$ cat config.mk
export PLATFORM = sky130hd
export DESIGN_NAME = crc_link_framer
export DESIGN_NICKNAME = d
export VERILOG_FILES = /design/src/rtl/lnkcrc_pkg.sv /design/src/rtl/lnkcrc_tx.sv /design/src/rtl/lnkcrc_rx.sv /design/src/rtl/lnkcrc_errlog.sv /design/src/rtl/crc_link_framer.sv
export SDC_FILE = /design/constraint.sdc
export NUM_CORES = 1
export LEC_CHECK = 0
export CORE_ASPECT_RATIO = 0.7
export CORE_MARGIN = 2
export CORE_UTILIZATION = 60
export DETAILED_ROUTE_END_ITERATION = 8
export DONT_BUFFER_PORTS = 1
export PLACE_DENSITY = 0.76
export SETUP_SLACK_MARGIN = 0.3
export SLEW_MARGIN = 20
export SYNTH_ARGS = -nofsm -noshare
export SYNTH_HDL_FRONTEND = slang
export SYNTH_SLANG_ARGS = --single-unit
export TNS_END_PERCENT = 20
$ cat constraint.sdc
create_clock -name clk -period 6.4 [get_ports clk]
set_input_delay 0.32 -clock clk [delete_from_list [all_inputs] [get_ports clk]]
set_output_delay 0.32 -clock clk [all_outputs]
set_load 0.01 [all_outputs]
$ cat src/rtl/lnkcrc_pkg.sv
package lnkcrc_pkg;

    localparam int WORD_W = 32;

    typedef enum logic [1:0] {
        TX_IDLE  = 2'd0,
        TX_BODY  = 2'd1,
        TX_TRAIL = 2'd2
    } tx_state_t;

    typedef enum logic [1:0] {
        RX_IDLE = 2'd0,
        RX_PASS = 2'd1,
        RX_HOLD = 2'd2
    } rx_state_t;

    typedef enum logic [1:0] {
        VERD_NONE   = 2'b00,
        VERD_GOOD   = 2'b01,
        VERD_BAD    = 2'b10,
        VERD_POISON = 2'b11
    } verdict_t;

    // Fold one word into the running code, MSB first.
    function automatic logic [WORD_W-1:0] crc_step(
        input logic [WORD_W-1:0] acc,
        input logic [WORD_W-1:0] word,
        input logic [WORD_W-1:0] poly
    );
        logic [WORD_W-1:0] c;
        c = acc;
        for (int i = WORD_W - 1; i >= 0; i--) begin
            if (c[WORD_W-1] ^ word[i])
                c = (c << 1) ^ poly;
            else
                c = c << 1;
        end
        return c;
    endfunction

endpackage

$ cat src/rtl/lnkcrc_tx.sv
module lnkcrc_tx
    import lnkcrc_pkg::*;
#(
    parameter logic [WORD_W-1:0] POLY = 32'h04C11DB7,
    parameter logic [WORD_W-1:0] SEED = 32'hFFFFFFFF
) (
    input  logic              clk,
    input  logic              rst_n,
    input  logic              link_sync,
    input  logic              in_vld,
    output logic              in_rdy,
    input  logic [WORD_W-1:0] in_data,
    input  logic              in_sop,
    input  logic              in_eop,
    input  logic              in_poison,
    output logic              out_vld,
    input  logic              out_rdy,
    output logic [WORD_W-1:0] out_data,
    output logic              out_sop,
    output logic              out_eop
);

    tx_state_t         st_q, st_nxt;
    logic [WORD_W-1:0] crc_q;
    logic              sync_q;
    logic              poison_q;
    logic              slot_free;
    logic              accept;

    assign slot_free = !out_vld || out_rdy;
    assign in_rdy    = slot_free && (st_q != TX_TRAIL);
    assign accept    = in_vld && in_rdy;

    always_comb begin
        st_nxt = st_q;
        unique case (st_q)
            TX_IDLE: begin
                if (accept && in_sop) begin
                    if (!in_eop)
                        st_nxt = TX_BODY;
                    else if (!link_sync)
                        st_nxt = TX_TRAIL;
                end
            end
            TX_BODY: begin
                if (accept && in_eop)
                    st_nxt = sync_q ? TX_IDLE : TX_TRAIL;
            end
            TX_TRAIL: begin
                if (slot_free)
                    st_nxt = TX_IDLE;
            end
            default: st_nxt = TX_IDLE;
        endcase
    end

    always_ff @(posedge clk) begin
        if (!rst_n)
            st_q <= TX_IDLE;
        else
            st_q <= st_nxt;
    end

    always_ff @(posedge clk) begin
        if (!rst_n) begin
            out_vld  <= 1'b0;
            out_data <= '0;
            out_sop  <= 1'b0;
            out_eop  <= 1'b0;
            crc_q    <= SEED;
            sync_q   <= 1'b0;
            poison_q <= 1'b0;
        end else begin
            if (slot_free)
                out_vld <= 1'b0;
            unique case (st_q)
                TX_IDLE: begin
                    if (accept && in_sop) begin
                        out_vld  <= 1'b1;
                        out_data <= in_data;
                        out_sop  <= 1'b1;
                        out_eop  <= in_eop && link_sync;
                        crc_q    <= crc_step(SEED, in_data, POLY);
                        sync_q   <= link_sync;
                        poison_q <= in_poison;
                    end
                end
                TX_BODY: begin
                    if (accept) begin
                        out_vld  <= 1'b1;
                        out_data <= in_data;
                        out_sop  <= 1'b0;
                        out_eop  <= in_eop && sync_q;
                        crc_q    <= crc_step(crc_q, in_data, POLY);
                        if (in_eop)
                            poison_q <= in_poison;
                    end
                end
                TX_TRAIL: begin
                    if (slot_free) begin
                        out_vld  <= 1'b1;
                        out_data <= crc_q ^ {WORD_W{poison_q}};
                        out_sop  <= 1'b0;
                        out_eop  <= 1'b1;
                    end
                end
                default: ;
            endcase
        end
    end

endmodule

$ cat src/rtl/lnkcrc_rx.sv
module lnkcrc_rx
    import lnkcrc_pkg::*;
#(
    parameter logic [WORD_W-1:0] POLY = 32'h04C11DB7,
    parameter logic [WORD_W-1:0] SEED = 32'hFFFFFFFF
) (
    input  logic              clk,
    input  logic              rst_n,
    input  logic              link_sync,
    input  logic              in_vld,
    input  logic [WORD_W-1:0] in_data,
    input  logic              in_sop,
    input  logic              in_eop,
    output logic              out_vld,
    output logic [WORD_W-1:0] out_data,
    output logic              out_sop,
    output logic              out_eop,
    output logic              chk_vld,
    output logic [1:0]        chk_code
);

    rx_state_t         st_q, st_nxt;
    logic [WORD_W-1:0] held_q;
    logic              held_sop_q;
    logic [WORD_W-1:0] crc_q;
    logic [WORD_W-1:0] crc_fold;

    assign crc_fold = crc_step(crc_q, held_q, POLY);

    function automatic logic [1:0] judge(
        input logic [WORD_W-1:0] exp_c,
        input logic [WORD_W-1:0] trailer
    );
        if (trailer == exp_c)
            return VERD_GOOD;
        else if (trailer == ~exp_c)
            return VERD_POISON;
        else
            return VERD_BAD;
    endfunction

    always_comb begin
        st_nxt = st_q;
        unique case (st_q)
            RX_IDLE: begin
                if (in_vld && in_sop && !in_eop)
                    st_nxt = link_sync ? RX_PASS : RX_HOLD;
            end
            RX_PASS, RX_HOLD: begin
                if (in_vld && in_eop)
                    st_nxt = RX_IDLE;
            end
            default: st_nxt = RX_IDLE;
        endcase
    end

    always_ff @(posedge clk) begin
        if (!rst_n)
            st_q <= RX_IDLE;
        else
            st_q <= st_nxt;
    end

    always_ff @(posedge clk) begin
        if (!rst_n) begin
            out_vld    <= 1'b0;
            out_data   <= '0;
            out_sop    <= 1'b0;
            out_eop    <= 1'b0;
            chk_vld    <= 1'b0;
            chk_code   <= VERD_NONE;
            held_q     <= '0;
            held_sop_q <= 1'b0;
            crc_q      <= SEED;
        end else begin
            out_vld <= 1'b0;
            chk_vld <= 1'b0;
            unique case (st_q)
                RX_IDLE: begin
                    if (in_vld && in_sop) begin
                        if (link_sync) begin
                            out_vld  <= 1'b1;
                            out_data <= in_data;
                            out_sop  <= 1'b1;
                            out_eop  <= in_eop;
                        end else if (in_eop) begin
                            chk_vld  <= 1'b1;
                            chk_code <= judge(SEED, in_data);
                        end else begin
                            held_q     <= in_data;
                            held_sop_q <= 1'b1;
                            crc_q      <= SEED;
                        end
                    end
                end
                RX_PASS: begin
                    if (in_vld) begin
                        out_vld  <= 1'b1;
                        out_data <= in_data;
                        out_sop  <= 1'b0;
                        out_eop  <= in_eop;
                    end
                end
                RX_HOLD: begin
                    if (in_vld) begin
                        out_vld    <= 1'b1;
                        out_data   <= held_q;
                        out_sop    <= held_sop_q;
                        out_eop    <= in_eop;
                        held_sop_q <= 1'b0;
                        if (in_eop) begin
                            chk_vld  <= 1'b1;
                            chk_code <= judge(crc_fold, in_data);
                        end else begin
                            crc_q  <= crc_fold;
                            held_q <= in_data;
                        end
                    end
                end
                default: ;
            endcase
        end
    end

endmodule

$ cat src/rtl/lnkcrc_errlog.sv
module lnkcrc_errlog #(
    parameter int CNT_W = 8
) (
    input  logic             clk,
    input  logic             rst_n,
    input  logic             clr,
    input  logic             ev,
    output logic             flag,
    output logic [CNT_W-1:0] count
);

    localparam logic [CNT_W-1:0] CNT_MAX = {CNT_W{1'b1}};

    always_ff @(posedge clk) begin
        if (!rst_n || clr) begin
            flag  <= 1'b0;
            count <= '0;
        end else if (ev) begin
            flag <= 1'b1;
            if (count != CNT_MAX)
                count <= count + 1'b1;
        end
    end

endmodule

$ cat src/rtl/crc_link_framer.sv
module crc_link_framer
    import lnkcrc_pkg::*;
#(
    parameter logic [31:0] CRC_POLY  = 32'h04C11DB7,
    parameter logic [31:0] CRC_SEED  = 32'hFFFFFFFF,
    parameter int          ERR_CNT_W = 8
) (
    input  logic                 clk,
    input  logic                 rst_n,
    input  logic                 link_sync,
    input  logic                 tx_in_vld,
    output logic                 tx_in_rdy,
    input  logic [31:0]          tx_in_data,
    input  logic                 tx_in_sop,
    input  logic                 tx_in_eop,
    input  logic                 tx_in_poison,
    output logic                 tx_out_vld,
    input  logic                 tx_out_rdy,
    output logic [31:0]          tx_out_data,
    output logic                 tx_out_sop,
    output logic                 tx_out_eop,
    input  logic                 rx_in_vld,
    input  logic [31:0]          rx_in_data,
    input  logic                 rx_in_sop,
    input  logic                 rx_in_eop,
    output logic                 rx_out_vld,
    output logic [31:0]          rx_out_data,
    output logic                 rx_out_sop,
    output logic                 rx_out_eop,
    output logic                 rx_chk_vld,
    output logic [1:0]           rx_chk_code,
    input  logic                 err_clr,
    output logic                 err_flag,
    output logic [ERR_CNT_W-1:0] err_count
);

    logic mismatch_ev;

    lnkcrc_tx #(.POLY(CRC_POLY), .SEED(CRC_SEED)) u_tx (
        .clk      (clk),
        .rst_n    (rst_n),
        .link_sync(link_sync),
        .in_vld   (tx_in_vld),
        .in_rdy   (tx_in_rdy),
        .in_data  (tx_in_data),
        .in_sop   (tx_in_sop),
        .in_eop   (tx_in_eop),
        .in_poison(tx_in_poison),
        .out_vld  (tx_out_vld),
        .out_rdy  (tx_out_rdy),
        .out_data (tx_out_data),
        .out_sop  (tx_out_sop),
        .out_eop  (tx_out_eop)
    );

    lnkcrc_rx #(.POLY(CRC_POLY), .SEED(CRC_SEED)) u_rx (
        .clk      (clk),
        .rst_n    (rst_n),
        .link_sync(link_sync),
        .in_vld   (rx_in_vld),
        .in_data  (rx_in_data),
        .in_sop   (rx_in_sop),
        .in_eop   (rx_in_eop),
        .out_vld  (rx_out_vld),
        .out_data (rx_out_data),
        .out_sop  (rx_out_sop),
        .out_eop  (rx_out_eop),
        .chk_vld  (rx_chk_vld),
        .chk_code (rx_chk_code)
    );

    assign mismatch_ev = rx_chk_vld && (rx_chk_code == VERD_BAD);

    lnkcrc_errlog #(.CNT_W(ERR_CNT_W)) u_log (
        .clk  (clk),
        .rst_n(rst_n),
        .clr  (err_clr),
        .ev   (mismatch_ev),
        .flag (err_flag),
        .count(err_count)
    );

endmodule

==> results.md, run 1 <==
- Status: finished clean
- Setup TNS: 0 ns
- Final net count: 1,921
- GPL Wtd Cong: 1.04
- Final hold vios: 0
- Final WL: 61,500 um
- Antenna viol nets, final: 0
- Worst-Skew Late Latency: 0.47 ns
- Final core utilization: 0.646
- CTS clk-pin slew, worst paths: 0.09 ns
- Postcts setup bufs: 0
- CP Max Fanout: 10
- Cell count after synthesis: 1,867
- Fin crit share: 0.849
- Worst slew pin tran: 1.11 ns
- Clock Sinks: 185
- Mapped Avg Cell Area: 9.68 um^2
- GRT overflow: 0
- Mapped Nets: 1,952
- Number of flops mapped to enable cells by yosys: 0
- Core box area: 0.0298 mm^2
- Vias in the first global route: 12,674
- Drt wl/cell: 27.5 um
- Initial Utilization: 0.606
- Initial antenna violation count: 0
- # fillers: 2,488
- YS warnings: 0
- CP Class: register to register
- Flop2flop setup slack: 0.97 ns
- Tmin final: 5.43 ns
- Complex-gate fraction of the synthesized area: 0.0913
- Post-Synth Simple-Gate Area: 0.0930
- Fmax: 184 MHz
- # resized after CTS: 0
- Vias post-DR: 13,709
- Clock skew: 0.0250 ns
- Critical Path Stages: 12
- Crit end category: register
- Largest family of logic cells by synthesized area: XOR/XNOR gates
- WP buf/inv: 0
- Max cap viols: 0
- Die height: 149 um
- Largest net degree at the start of global routing: 103
- Port Buffers: 0
- Final Instance Area: 0.0193 mm^2
- Slowest CP cell: xnor3_1
- Hold depth: 2
- Worst setup SP type: register
- I/O pins: 159
- CTS root buf: clkbuf_16
- Area growth syn-to-layout: 6.70%
- Row Count: 53
- HP Class: primary input to register
- Flop and latch count out of synthesis: 185
- H-tree Lvls: 4
- Crit path required time: 6.81 ns
- Synth Flop Type: dfxtp_1
- Seq/Total Area, Yosys: 0.205
- Placed Area: 0.0182 mm^2
- Final setup fails: 0
- Synth Area in Adders: 0.00623
- Final count of pins violating max slew: 0
- CTS tree: yes
- Share of layout cells above drive strength 1: 0.0817
- Post-synth cell types: 64
- Die area: 0.0315 mm^2
- Most common cell on crit path: xnor3_1
- CTS Buf Count: 17
- Die width: 211 um
- Synthesized area: 0.0181 mm^2
- Max Root-Sink Buffers: 2
- Remaining DRCs: 0
- XOR/XNOR Fraction of Synth Area: 0.552
- GRT Util Overall: 0.391
- First-pass GRT wire length: 87,700 um
- Crit-path cells: xor2_4, xnor3_1, xor3_2, xnor3_1, xnor2_1, xnor3_1, xor2_1, xor2_1, nor4_1, o2111ai_1, o41ai_2, o221a_1
- Pre-antenna DRT Iters: 6
- Vias per Instance: 6.14
- CP max stage delay: 0.62 ns
- Post-synthesis async set-or-reset flop share: 0
- Mux cell area share after synthesis: 0.0234
- First-iteration detailed-routing DRC count: 1,656
- CP arrival: 5.85 ns
- DP HPWL: 48,000 um
- Reg2reg path depth: 12
- Delay-heaviest family, CP: XOR/XNOR gates
- Diode count: 0
- RSZ-0062 raised after global routing: false
- Slew headroom: 0.253
[state kept, by name (all words and copies together), names as in the netlist, 2 cells and up]
name / count
u_rx.out_data: 32
u_tx.crc_q: 32
u_tx.out_data: 32
u_rx.chk_code: 2
u_log.count: 8
u_rx.st_q: 2
u_rx.held_q: 32
u_rx.crc_q: 32
u_tx.st_q: 2
[kinds of logic after synthesis]
logic type | Yosys count
XOR/XNOR | 861
AND/OR/NAND/NOR | 394
AO/OA/AOI/OAI | 259
flip-flops | 185
buffers and inverters | 117
multiplexers | 42
adder cells (fa/ha/maj) | 9
[per-stage QoR]
stage | std cells | hold slack [ns] | worst slack [ns]
final | 2234 | 0.0150 | 0.967
after global routing | 2234 | 0.0244 | 0.680
after CTS | 2233 | 0.000981 | 1.10
after detailed placement | 2167 | 0.395 | 1.13
after global placement | 2167 | 0.397 | 1.14
after floorplan | 1867 | 0.430 | 2.03
[cell usage after synthesis (12+ instances only)]
master,number,share of area
xnor2_4,14,0.021
nor2_1,153,0.032
o21ai_0,25,0.0069
xnor2_2,33,0.030
a211oi_1,78,0.032
mux2i_1,40,0.022
o22ai_1,13,0.0045
a21oi_1,98,0.027
nor4_1,13,0.0045
clkbuf_1,77,0.016
nand2_1,152,0.032
nand4_1,14,0.0048
inv_1,12,0.0025
dfxtp_1,185,0.20
xnor3_1,93,0.12
nand3_1,28,0.0078
xnor3_2,15,0.020
xor2_1,132,0.064
o211ai_1,14,0.0058
xnor2_1,543,0.26
[placed cells by master, fill, tap and decap left out, types with 4 or more instances in the layout]
master | synthesis | final
nand4_1 | 14 | 14
clkinv_8 | 0 | 5
xnor2_2 | 33 | 33
xor2_4 | 6 | 6
a211o_1 | 7 | 7
buf_4 | 5 | 18
ha_1 | 9 | 6
xor2_2 | 10 | 10
xor3_1 | 9 | 9
o21ai_0 | 25 | 25
o21ai_1 | 4 | 4
xnor2_1 | 543 | 543
o211ai_1 | 14 | 14
dfxtp_1 | 185 | 184
xor2_1 | 132 | 132
inv_12 | 0 | 4
xnor3_1 | 93 | 93
mux2i_1 | 40 | 40
inv_1 | 12 | 12
xnor3_2 | 15 | 15
clkbuf_16 | 0 | 17
a21oi_1 | 98 | 98
nor3_1 | 6 | 6
nand3_1 | 28 | 28
xnor2_4 | 14 | 14
a211oi_1 | 78 | 78
dlygate4sd3_1 | 0 | 33
nand2_1 | 152 | 150
nor2_1 | 153 | 152
o22ai_1 | 13 | 13
nor4_1 | 13 | 13
or3_1 | 5 | 5
[cell type report]
cell class                      count  area [um^2]  area share
Clock inverter                     15          228      0.0118
Inverter                           14         55.1     0.00286
Sequential cell                   185         3700       0.192
Tap cell                          385          482      0.0250
Clock buffer                       17          425      0.0221
Timing Repair Buffer               53          520      0.0270
Multi-Input combinational cell   1565        13900       0.719
[worst paths after layout]
check	end	startpoint
worst max-delay path	u_rx.chk_code[0]	u_rx.held_q[26]
worst min-delay path	u_rx.held_q[19]	rx_in_data[19]
worst max register to register	u_rx.chk_code[0]	u_rx.held_q[26]
worst min register to register	u_rx.held_q[18]	u_rx.held_q[18]
[timing repair]
item                                   in CTS  in global routing
hold buffers                               34                  0
endpoints found under the hold margin      94                  0
setup endpoints to repair                   0                  0
[layer usage]
| layer | GRT usage | wire (um) |
|---|---|---|
| met5 | 0.0282 | 83 |
| met3 | 0.227 | 11000 |
| met2 | 0.460 | 21600 |
| met4 | 0.0644 | 735 |
| met1 | 0.594 | 28100 |
Power of run 1 is not shown: default switching activity piles up to over one toggle a cycle in this logic, so the estimate is an artifact.
==> run 2, diff against run 1 <==
--- a/config.mk
+++ b/config.mk
@@ -10,7 +10,7 @@
 export CORE_UTILIZATION = 60
 export DETAILED_ROUTE_END_ITERATION = 8
 export DONT_BUFFER_PORTS = 1
-export PLACE_DENSITY = 0.76
+export PLACE_DENSITY = 0.79
 export SETUP_SLACK_MARGIN = 0.3
 export SLEW_MARGIN = 20
 export SYNTH_ARGS = -nofsm -noshare
==> constraint.sdc (replaced) <==
create_clock -name clk -period 4.8 [get_ports clk]
set_input_delay 0.24 -clock clk [delete_from_list [all_inputs] [get_ports clk]]
set_output_delay 0.24 -clock clk [all_outputs]
set_load 0.01 [all_outputs]
==> run 2 against run 1 <==
Global-route usage rose by 2.1 points. Die area did not move. Non-clock buffer count rose by 185. Sequential share of layout area fell by 1.8 points. Design area rose by 11%. Flip-flop and latch count did not move. Register-to-register slack got worse by 0.73 ns. Setup slack got worse by 0.73 ns. Via count rose by 9.7%. Maximum frequency rose by 19%. Largest cell class unchanged. Highest routed layer unchanged.
==> results.md, run 2 (synthesis results as in run 1) <==
- Final net count: 2,106 (+9.6%)
- Area of the multi-input gates: 0.0145 mm^2 (+4.7%)
- I/O pins: 159 (unchanged)
- CTS clk-pin slew, worst paths: 0.08 ns (about the same)
- Reg2reg path depth: 14 (+2)
- Worst-Skew Late Latency: 0.47 ns (about the same)
- Placed Area: 0.0191 mm^2 (+4.8%)
- CTS Buf Count: 17 (unchanged)
- First-iteration detailed-routing DRC count: 2,104 (+27%)
- Commonest non-fill, non-tap cell in the layout: xnor2_1
- Storage cell area: 0.00373 mm^2 (+0.71%)
- Hold Path End: u_rx.out_data[19]
- Die area: 0.0315 mm^2 (unchanged)
- Drt wl/cell: 27.1 um (-1.7%)
- Status: finished clean
- Final setup fails: 0 (unchanged)
- Antenna viol nets, final: 0 (unchanged)
- Row Count: 53 (unchanged)
- Max cap viols: 0 (unchanged)
- Crit end category: register
- HP Class: primary input to register
- Final hold vios: 0 (unchanged)
- CTS root buf: clkbuf_16
- Initial antenna violation count: 3 (+3)
- GRT overflow: 0 (unchanged)
- Tmin final: 4.56 ns (-0.873 ns)
- CP Max Fanout: 6 (-4)
- Most frequent cells in the layout: xnor2_1, buf_4, dfxtp_1
- RSZ-0062 raised after global routing: true
- Share of layout cells above drive strength 1: 0.197 (+0.115)
- First-pass GRT wire length: 93,200 um (+6.3%)
- Reg2reg start: u_rx.crc_q[29]
- Pre-antenna DRT Iters: 5 (-1)
- Worst slew pin tran: 1.06 ns (-0.0549 ns)
- Die height: 149 um (unchanged)
- Initial Utilization: 0.606 (unchanged)
- Vias per Instance: 6.21 (+1.2%)
- Largest net degree at the start of global routing: 85 (-17%)
- Fmax: 219 MHz (+19%)
- DP HPWL: 49,500 um (+3.2%)
- Slew headroom: 0.292 (+0.0394)
- Flop2flop setup slack: 0.24 ns (-0.73 ns)
- GRT Util Overall: 0.412 (+0.0210)
- Crit path required time: 5.10 ns (-1.71 ns)
- GPL Wtd Cong: 1.04 (+0.38%)
- WHS: 0.0110 ns (-0.00395 ns)
- Worst reg2reg path endpoint: u_rx.chk_code[1]
- H-tree Lvls: 4 (unchanged)
- CP arrival: 4.86 ns (-0.99 ns)
- Final Instance Area: 0.0214 mm^2 (+11%)
- Clock Sinks: 185 (unchanged)
- Final WL: 65,500 um (+6.5%)
- Core box area: 0.0298 mm^2 (unchanged)
- CTS tree: yes
- Clock skew: 0.0119 ns (-0.0132 ns)
- Hold path start: rx_in_data[19]
- Port Buffers: 0 (unchanged)
- Vias post-DR: 15,033 (+9.7%)
- Non-Filler Instances: 2,420 (+8.3%)
- CP Class: register to register
- Dpl cells: 2,280 (+5.2%)
- Remaining DRCs: 0 (unchanged)
- # fillers: 2,199 (-12%)
- Max Root-Sink Buffers: 2 (unchanged)
- Final count of pins violating max slew: 0 (unchanged)
- Vias in the first global route: 13,855 (+9.3%)
- Worst setup SP type: register
- Area growth syn-to-layout: 18.4%
- Die width: 211 um (unchanged)
- Fin crit share: 0.950 (+0.101)
- Hold depth: 2 (unchanged)
## run 2: cell count changes in the layout (fill, tap and decap cells not counted), sizes merged
cell	previous run	this run
buf	20	184
dlygate4sd3	33	54
bufinv	1	0
clkinvlp	0	1
diode	0	1
## run 2: how the worst max path moves through the flow
stage | depth (start not counted) | end | startpoint | slack [ns]
final | 14 | u_rx.chk_code[1] | u_rx.crc_q[29] | 0.24
after global routing | 14 | u_rx.chk_code[0] | u_rx.held_q[16] | 0.16
after CTS | 12 | u_rx.chk_code[0] | u_rx.held_q[30] | 0.21
after detailed placement | 13 | u_rx.chk_code[0] | u_rx.crc_q[21] | -0.03
after global placement | 12 | u_rx.chk_code[1] | u_rx.crc_q[26] | 0.06
after floorplan | 12 | u_tx.crc_q[8] | u_tx.crc_q[31] | 0.46
## run 2: area by class of cell
class,count,area share
Clock buffer,17,0.0199
Multi-Input combinational cell,1565,0.678
Clock inverter,15,0.00947
Tap cell,385,0.0225
Inverter,14,0.00257
Antenna cell,1,0.000117
Sequential cell,185,0.174
Timing Repair Buffer,238,0.0926
## run 2: stage by stage
step           utilization  setup WS, ns  TNS (ns)
2_1_floorplan            -         0.458         0
6_report             0.717         0.240         0
3_5_place_dp         0.641       -0.0305   -0.0305
4_1_cts              0.685         0.205         0
5_1_grt              0.717         0.156         0
3_3_place_gp         0.641        0.0633         0
## run 2: repair_timing
| item | CTS | global route |
|---|---|---|
| hold buffers | 55 | 0 |
| endpoints found under the hold margin | 102 | 0 |
| pin swaps | 2 | 38 |
| setup endpoints to repair | 9 | 27 |
| buffers inserted | 3 | 49 |
| gates resized for setup | 16 | 102 |
## run 2: routing by layer
metal | track usage | vias to the layer above | share of wire
met5 | 0 | - | 0.00041
met2 | 0.526 | 1055 | 0.38
met4 | 0.0824 | 4 | 0.018
li1 | - | 6526 | -
met1 | 0.655 | 7358 | 0.45
met3 | 0.135 | 90 | 0.15
## run 2: critical path: stages (launching register included)
cell	delay, ns
dfxtp_2	0.43
xor2_2	0.20
buf_4	0.22
xnor2_4	0.18
xnor3_2	0.43
xnor3_2	0.45
xnor3_2	0.31
buf_6	0.18
xnor3_2	0.32
xnor2_4	0.24
xor2_2	0.26
xor2_1	0.22
or4b_1	0.51
o41ai_4	0.30
a221oi_1	0.13
Power of run 2 is left out for the same reason.
